==> src/rtl/codec_port_pkg.sv <==
package codec_port_pkg;

  localparam int DATA_W   = 8;
  localparam int ADDR_W   = 3;
  localparam int PTR_W    = 2;
  localparam int GAIN_CNT = 4;
  localparam int GAIN_W   = 2 * DATA_W;

  // direct offsets
  localparam logic [ADDR_W-1:0] OFS_CMD  = 3'd0;
  localparam logic [ADDR_W-1:0] OFS_DATA = 3'd1;
  localparam logic [ADDR_W-1:0] OFS_BB   = 3'd5;

  // indirect register numbers
  localparam logic [DATA_W-1:0] REG_INIT  = 8'h21;
  localparam logic [DATA_W-1:0] REG_MUX1  = 8'h41;
  localparam logic [DATA_W-1:0] REG_MUX4  = 8'h44;
  localparam logic [DATA_W-1:0] REG_GAIN0 = 8'h63;
  localparam logic [DATA_W-1:0] REG_MODE1 = 8'h69;
  localparam logic [DATA_W-1:0] REG_MODE2 = 8'h6A;

  // field positions
  localparam int MUX4_BIRQ_BIT = 3;
  localparam int MUX4_REVB_BIT = 4;
  localparam int INIT_DIS_BIT  = 2;
  localparam int IRQ_BXFER_BIT = 4;
  localparam logic [1:0] MODE_ACTIVE = 2'd1;

  typedef enum logic [1:0] {
    RD_NONE,
    RD_IRQ,
    RD_DATA,
    RD_BB
  } rdSel_e;

  typedef struct packed {
    logic              cmdWr;
    logic              dataWr;
    logic              dataRd;
    logic              irqRd;
    logic              bbWr;
    rdSel_e            rdSel;
    logic [DATA_W-1:0] regSel;
    logic [PTR_W-1:0]  bytePtr;
  } ctrlStrobes_t;

  function automatic logic [DATA_W-1:0] revByte(input logic [DATA_W-1:0] b);
    logic [DATA_W-1:0] r;
    for (int i = 0; i < DATA_W; i++) r[i] = b[DATA_W-1-i];
    return r;
  endfunction

endpackage

==> src/rtl/codec_port_ctrl.sv <==
module codec_port_ctrl
  import codec_port_pkg::*;
(
  input  logic              clk,
  input  logic              rst_n,
  input  logic [ADDR_W-1:0] busAddr,
  input  logic              busWr,
  input  logic              busRd,
  input  logic [DATA_W-1:0] busWdata,
  output ctrlStrobes_t      strb
);

  localparam logic [PTR_W-1:0] PTR_LAST = PTR_W'(2);

  logic [DATA_W-1:0] cmdReg;
  logic [PTR_W-1:0]  bytePtr;
  logic              cmdWr, dataAcc;

  assign cmdWr   = busWr && (busAddr == OFS_CMD);
  assign dataAcc = (busWr || busRd) && (busAddr == OFS_DATA);

  always_ff @(posedge clk or negedge rst_n) begin
    if (!rst_n) begin
      cmdReg  <= '0;
      bytePtr <= '0;
    end else if (cmdWr) begin
      cmdReg  <= busWdata;
      bytePtr <= '0;
    end else if (dataAcc && (bytePtr != PTR_LAST)) begin
      bytePtr <= bytePtr + PTR_W'(1);
    end
  end

  always_comb begin
    strb.cmdWr   = cmdWr;
    strb.dataWr  = busWr && (busAddr == OFS_DATA);
    strb.dataRd  = busRd && (busAddr == OFS_DATA);
    strb.irqRd   = busRd && (busAddr == OFS_CMD);
    strb.bbWr    = busWr && (busAddr == OFS_BB);
    strb.regSel  = cmdReg;
    strb.bytePtr = bytePtr;
    case (busAddr)
      OFS_CMD:  strb.rdSel = RD_IRQ;
      OFS_DATA: strb.rdSel = RD_DATA;
      OFS_BB:   strb.rdSel = RD_BB;
      default:  strb.rdSel = RD_NONE;
    endcase
  end

endmodule

==> src/rtl/codec_port_regs.sv <==
module codec_port_regs
  import codec_port_pkg::*;
(
  input  logic              clk,
  input  logic              rst_n,
  input  ctrlStrobes_t      strb,
  input  logic [DATA_W-1:0] busWdata,
  input  logic              sampleTick,
  input  logic [DATA_W-1:0] rxByteIn,
  output logic [DATA_W-1:0] rdData,
  output logic [DATA_W-1:0] txByteOut,
  output logic              irqOut,
  output logic [1:0]        modeSel,
  output logic              aLawSel
);

  logic [DATA_W-1:0] initReg, mux1Reg, mux4Reg, mode1Reg, mode2Reg;
  logic [GAIN_CNT-1:0][GAIN_W-1:0] gainReg;
  logic [DATA_W-1:0] pendReg, pendSet;
  logic [DATA_W-1:0] txQueue, rxLatch;
  logic [DATA_W-1:0] indRd;
  logic              firstByte, revBb;

  assign firstByte = (strb.bytePtr == '0);
  assign revBb     = mux4Reg[MUX4_REVB_BIT];

  // single-byte indirect registers: only the first data write lands
  always_ff @(posedge clk or negedge rst_n) begin
    if (!rst_n) begin
      initReg  <= '0;
      mux1Reg  <= '0;
      mux4Reg  <= '0;
      mode1Reg <= '0;
      mode2Reg <= '0;
    end else if (strb.dataWr && firstByte) begin
      case (strb.regSel)
        REG_INIT:  initReg  <= busWdata;
        REG_MUX1:  mux1Reg  <= busWdata;
        REG_MUX4:  mux4Reg  <= busWdata;
        REG_MODE1: mode1Reg <= busWdata;
        REG_MODE2: mode2Reg <= busWdata;
        default: ;
      endcase
    end
  end

  // gain words, low byte then high byte
  always_ff @(posedge clk or negedge rst_n) begin
    if (!rst_n) begin
      gainReg <= '0;
    end else if (strb.dataWr) begin
      for (int g = 0; g < GAIN_CNT; g++) begin
        if (strb.regSel == REG_GAIN0 + DATA_W'(g)) begin
          if (strb.bytePtr == PTR_W'(0)) gainReg[g][DATA_W-1:0] <= busWdata;
          else if (strb.bytePtr == PTR_W'(1)) gainReg[g][GAIN_W-1:DATA_W] <= busWdata;
        end
      end
    end
  end

  // indirect read mux
  always_comb begin
    indRd = '0;
    case (strb.regSel)
      REG_INIT:  indRd = initReg;
      REG_MUX1:  indRd = mux1Reg;
      REG_MUX4:  indRd = mux4Reg;
      REG_MODE1: indRd = mode1Reg;
      REG_MODE2: indRd = mode2Reg;
      default: begin
        for (int g = 0; g < GAIN_CNT; g++) begin
          if (strb.regSel == REG_GAIN0 + DATA_W'(g)) begin
            if (strb.bytePtr == PTR_W'(0)) indRd = gainReg[g][DATA_W-1:0];
            else if (strb.bytePtr == PTR_W'(1)) indRd = gainReg[g][GAIN_W-1:DATA_W];
          end
        end
      end
    endcase
  end

  // interrupt status: read clears, a same-cycle event survives
  always_comb begin
    pendSet = '0;
    pendSet[IRQ_BXFER_BIT] = sampleTick && mux4Reg[MUX4_BIRQ_BIT];
  end

  always_ff @(posedge clk or negedge rst_n) begin
    if (!rst_n)          pendReg <= '0;
    else if (strb.irqRd) pendReg <= pendSet;
    else                 pendReg <= pendReg | pendSet;
  end

  // B-channel buffer
  always_ff @(posedge clk or negedge rst_n) begin
    if (!rst_n) begin
      txQueue   <= '0;
      rxLatch   <= '0;
      txByteOut <= '0;
    end else begin
      if (strb.bbWr) txQueue <= busWdata;
      if (sampleTick) begin
        txByteOut <= revBb ? revByte(txQueue) : txQueue;
        rxLatch   <= revBb ? revByte(rxByteIn) : rxByteIn;
      end
    end
  end

  always_comb begin
    case (strb.rdSel)
      RD_IRQ:  rdData = pendReg;
      RD_DATA: rdData = indRd;
      RD_BB:   rdData = rxLatch;
      default: rdData = '0;
    endcase
  end

  assign modeSel = initReg[1:0];
  assign aLawSel = mode1Reg[0];
  assign irqOut  = (|pendReg) && (initReg[1:0] == MODE_ACTIVE) && !initReg[INIT_DIS_BIT];

endmodule

==> src/rtl/codec_reg_port.sv <==
module codec_reg_port
  import codec_port_pkg::*;
(
  input  logic              clk,
  input  logic              rst_n,
  input  logic [ADDR_W-1:0] busAddr,
  input  logic              busWr,
  input  logic              busRd,
  input  logic [DATA_W-1:0] busWdata,
  output logic [DATA_W-1:0] busRdata,
  input  logic              sampleTick,
  input  logic [DATA_W-1:0] rxByteIn,
  output logic [DATA_W-1:0] txByteOut,
  output logic              irqOut,
  output logic [1:0]        modeSel,
  output logic              aLawSel
);

  ctrlStrobes_t strb;

  codec_port_ctrl u_ctrl (
    .clk      (clk),
    .rst_n    (rst_n),
    .busAddr  (busAddr),
    .busWr    (busWr),
    .busRd    (busRd),
    .busWdata (busWdata),
    .strb     (strb)
  );

  codec_port_regs u_regs (
    .clk        (clk),
    .rst_n      (rst_n),
    .strb       (strb),
    .busWdata   (busWdata),
    .sampleTick (sampleTick),
    .rxByteIn   (rxByteIn),
    .rdData     (busRdata),
    .txByteOut  (txByteOut),
    .irqOut     (irqOut),
    .modeSel    (modeSel),
    .aLawSel    (aLawSel)
  );

endmodule

==> config.mk <==
export PLATFORM = sky130hd
export DESIGN_NAME = codec_reg_port
export DESIGN_NICKNAME = d
export VERILOG_FILES = /design/src/rtl/codec_port_pkg.sv /design/src/rtl/codec_port_ctrl.sv /design/src/rtl/codec_port_regs.sv /design/src/rtl/codec_reg_port.sv
export SDC_FILE = /design/constraint.sdc
export NUM_CORES = 1
export LEC_CHECK = 0
export BUFFER_PORTS_ARGS = -buffer_cell sky130_fd_sc_hd__buf_4
export CAP_MARGIN = 0
export CORE_MARGIN = 10
export CORE_UTILIZATION = 55
export DETAILED_ROUTE_END_ITERATION = 12
export PLACE_DENSITY = 0.76
export SLEW_MARGIN = 20
export SYNTH_ARGS = -nofsm -noshare
export SYNTH_HDL_FRONTEND = slang
export SYNTH_SLANG_ARGS = --single-unit
==> constraint.sdc <==
create_clock -name clk -period 2.05 [get_ports clk]
set_input_delay 0.1025 -clock clk [delete_from_list [all_inputs] [get_ports clk]]
set_output_delay 0.1025 -clock clk [all_outputs]
set_load 0.03 [all_outputs]
==> run_summary.xml <==
<?xml version="1.0" encoding="UTF-8"?>
<metrics>
  <group name="run_status">
    <metric name="run_status" unit="">finished with violations</metric>
    <metric name="violated_checks" unit="">setup timing</metric>
  </group>
  <group name="synthesis">
    <metric name="synthArstFlopShare" unit="%">100.0</metric>
    <metric name="synth.avg_cell_area" unit="µm²">11.63</metric>
    <metric name="synth_compound_area_share" unit="%">13.36</metric>
    <metric name="synth-xor-area-share" unit="%">0.1299</metric>
    <metric name="synth_simple_gate_area_share" unit="%">9.928</metric>
    <metric name="synth_sequential_area_ratio" unit="%">51.59</metric>
    <metric name="count_of_yosys_warnings_during_synthesis" unit="">0</metric>
    <metric name="total_of_flip_flops_plus_latches_after_synthesis" unit="">139</metric>
    <metric name="combinational_family_with_the_most_area_after_synthesis" unit="">multiplexers</metric>
    <metric name="synth_adder_area_share" unit="%">0.5567</metric>
    <metric name="synthDistinctLibCells" unit="">52</metric>
    <metric name="muxShareOfSynthArea" unit="%">21.23</metric>
    <metric name="synthesis.nets" unit="">607</metric>
    <metric name="netlist_area" unit="mm²">0.006743</metric>
    <metric name="netlist_instances" unit="">580</metric>
    <metric name="synth-main-ff-cell" unit="">dfrtp_1</metric>
    <metric name="synth_edf_count" unit="">0</metric>
  </group>
  <group name="clock_tree">
    <metric name="clock_sink_count" unit="">139</metric>
    <metric name="cts_root_buf" unit="">clkbuf_16</metric>
    <metric name="cts_tree" unit="">yes</metric>
    <metric name="htreeDepth" unit="">4</metric>
    <metric name="clk_pin_slew" unit="ps">60</metric>
    <metric name="cts-root-to-sink-buffers" unit="">2</metric>
    <metric name="tritoncts.num_buffers" unit="">17</metric>
    <metric name="clock_latency" unit="ps">440</metric>
  </group>
  <group name="floorplan">
    <metric name="start_util" unit="%">56.14</metric>
    <metric name="placement_rows" unit="">40</metric>
    <metric name="dieArea" unit="mm²">0.01709</metric>
    <metric name="fp.dieW" unit="µm">130.7</metric>
    <metric name="ioPinCount" unit="">44</metric>
    <metric name="core" unit="mm²">0.01201</metric>
    <metric name="die_height" unit="µm">130.7</metric>
  </group>
  <group name="final_layout">
    <metric name="fraction_of_layout_instances_using_a_drive_strength_above_1" unit="%">44.73</metric>
    <metric name="total_number_of_nets_in_the_final_design" unit="">716</metric>
    <metric name="layoutNonFillerInstCount" unit="">849</metric>
    <metric name="synthToLayoutAreaGrowth" unit="%">32.47</metric>
    <metric name="fill_cells" unit="">709</metric>
    <metric name="insertedDiodeCount" unit="">0</metric>
    <metric name="layout.core_utilization" unit="%">74.36</metric>
  </group>
  <group name="global_route">
    <metric name="gr-usage-all-layers" unit="%">24.03</metric>
    <metric name="first_global_vias" unit="">5759</metric>
    <metric name="grt_overflow" unit="">0</metric>
    <metric name="largest_net_degree_at_the_start_of_global_routing" unit="">56</metric>
    <metric name="first_pass_grt_wire_length" unit="µm">31420</metric>
    <metric name="antenna_found_initial" unit="">0</metric>
  </group>
  <group name="power">
    <metric name="worst_ir_drop_vdd" unit="µV">656.0</metric>
    <metric name="cellPowerDensity" unit="mW/mm²">949.9</metric>
    <metric name="total_leakage_power" unit="nW">4.051</metric>
    <metric name="power.total" unit="W">0.008485</metric>
  </group>
  <group name="worst_setup_path">
    <metric name="worstSetupStartpointType" unit="">flip-flop</metric>
    <metric name="worst-endpoint-required" unit="ps">1950</metric>
    <metric name="timing.critical_path.arrival" unit="ps">2470</metric>
    <metric name="worst-path-max-fanout" unit="">7</metric>
    <metric name="crit_type" unit="">flip-flop to output port</metric>
    <metric name="critPathCaptureType" unit="">output port</metric>
  </group>
  <group name="timing">
    <metric name="setup_tns" unit="ps">-4149</metric>
    <metric name="timing.max_slew.rel_slack" unit="%">63.87</metric>
    <metric name="fin_skew" unit="ps">15.32</metric>
    <metric name="finalWorstPathRequiredPeriod" unit="ps">2571</metric>
    <metric name="maxClockFrequency" unit="MHz">388.9</metric>
    <metric name="period_share" unit="%">125.4</metric>
    <metric name="finalSetupViolations" unit="">16</metric>
    <metric name="setup_slack" unit="ps">-521.2</metric>
    <metric name="worst_pin_slew" unit="ps">541.9</metric>
    <metric name="report.final.slew_viol_count" unit="">0</metric>
    <metric name="grt_setup_unrepaired" unit="">yes</metric>
    <metric name="report.final.hold_viol_count" unit="">0</metric>
  </group>
  <group name="drt">
    <metric name="drtPass1Iterations" unit="">5</metric>
    <metric name="routed_wirelength" unit="µm">20360</metric>
    <metric name="vias" unit="">5598</metric>
    <metric name="avgViaCountPerCell" unit="">6.594</metric>
    <metric name="drc" unit="">0</metric>
    <metric name="initialDrtViolationCount" unit="">645</metric>
    <metric name="postRouteAntennaNets" unit="">0</metric>
    <metric name="routed_len_inst" unit="µm">23.98</metric>
  </group>
  <group name="place">
    <metric name="placed_cells" unit="">792</metric>
    <metric name="placed_wire_length_estimate_after_detailed_placement" unit="µm">12320</metric>
    <metric name="io_buffers" unit="">43</metric>
    <metric name="finalWeightedCongestion" unit="">0.8879</metric>
  </group>
  <group name="run">
    <metric name="max_cap_viol_count" unit="">0</metric>
  </group>
  <group name="worst_hold_path">
    <metric name="hold_path_class" unit="">input port to flip-flop</metric>
  </group>
</metrics>
==> registers in the layout, indices dropped and copies added (netlist names) <==
| register | count |
|---|---|
| u_regs.mux1Reg | 8 |
| u_regs.mode2Reg | 8 |
| u_regs.mode1Reg | 8 |
| u_regs.rxLatch | 8 |
| u_ctrl.bytePtr | 2 |
| u_regs.txByteOut | 8 |
| u_ctrl.cmdReg | 8 |
| u_regs.initReg | 8 |
| u_regs.mux4Reg | 8 |
| u_regs.pendReg | 1 |
| u_regs.gainReg | 64 |
| u_regs.txQueue | 8 |
==> cells by family (layout without fill, tap and decap cells) <==
logic type                 Yosys count  count (layout)
buffers and inverters               52             174
and+or+nand+nor                    117             117
xor gates and xnor gates             1               1
adders and majority gates            3               3
AOI/OAI and AO/OA                  139             139
DFF                                139             139
muxes                              129             129
==> cell usage in the layout (no fill, tap or decap), drive strengths merged, types with 4 or more instances in the layout <==
master / count
a21oi: 39
a22oi: 34
and3: 6
buf: 118
clkbuf: 25
clkinv: 5
dfrtp: 139
dlygate4sd3: 13
inv: 11
mux2: 112
mux2i: 17
nand2: 24
nand2b: 5
nand3: 10
nand3b: 5
nor2: 38
nor2b: 4
nor3: 5
nor4b: 4
o211ai: 6
o21ai: 22
o221ai: 4
o22ai: 17
==> what timing repair did <==
item                       in CTS  in global routing
gates cloned                    0                  0
pin swaps                      21                 11
hold buffers                   13                  0
setup endpoints to repair      47                102
hold endpoints to repair       61                  0
setup buffers                   7                  7
resized for setup              44                 47
==> worst max-delay path, cell delays in order (launching register included) <==
cell	delay [ps]
dfrtp_1	400
buf_4	170
nor4b_4	390
nor2_1	170
o22ai_4	340
a32oi_2	240
o21ai_1	140
buf_4	190
==> final cells by class <==
cell class	instances	area, µm²	area share, %
Multi-Input combinational cell	389	3393	37.99
Tap cell	147	183.9	2.059
Inverter	11	41.29	0.4622
Timing Repair Buffer	131	1234	13.81
Sequential cell	139	3480	38.96
Clock inverter	7	85.08	0.9525
Clock buffer	25	515.5	5.771
==> cells in the mapped netlist (6+ instances only) <==
master / n / share of area [%]
clkbuf_1: 32 / 1.8
o21ai_0: 21 / 1.6
nand3_1: 10 / 0.74
nand2_1: 24 / 1.3
and3_1: 6 / 0.56
nor2_1: 35 / 1.9
mux2i_1: 17 / 2.5
dfrtp_1: 139 / 52
mux2_2: 110 / 18
o22ai_1: 16 / 1.5
a21oi_1: 39 / 2.9
inv_1: 11 / 0.61
o211ai_1: 6 / 0.67
a22oi_1: 34 / 3.8
==> worst paths after layout <==
kind	from	to	slack (ps)	cells past startpoint
max	u_ctrl.cmdReg[4]	busRdata[5]	-520	7
min reg2reg	u_regs.gainReg[40]	u_regs.gainReg[40]	510	1
min	busRd	u_regs.pendReg[4]	20	3
max reg2reg	u_ctrl.cmdReg[4]	u_regs.mode1Reg[7]	-40	7
max in group asynchronous	rst_n	u_regs.txQueue[4]	1180	3
min in group asynchronous	rst_n	u_regs.gainReg[57]	220	2
==> metrics by stage <==
step / area (µm²) / setup slack, ps / hold WS [ps]
global placement: 7684 / -114.3 / 94.75
floorplan: 6773 / 2.458 / -193.1
CTS: 8683 / -509.1 / 4.045
global route: 8932 / -597.0 / 15.13
finish: 8932 / -521.2 / 15.19
detailed placement: 7684 / -167.0 / 102.5
==> report_power, final <==
part / leakage [nW] / total [W] / internal (W) / switching, W
sequential: 1.83 / 0.00304 / 0.00291 / 0.000135
combinational: 1.92 / 0.00233 / 0.00106 / 0.00128
clock: 0.303 / 0.00311 / 0.00197 / 0.00114
==> layer usage <==
metal	global-route usage, %	wire length, µm	vias up
li1	-	-	2376
met1	29.14	8036	2846
met2	39.31	10170	291
met3	5.238	1254	85
met4	12.95	901	0
met5	0	0	-
Power figures use the tool's default switching activity.
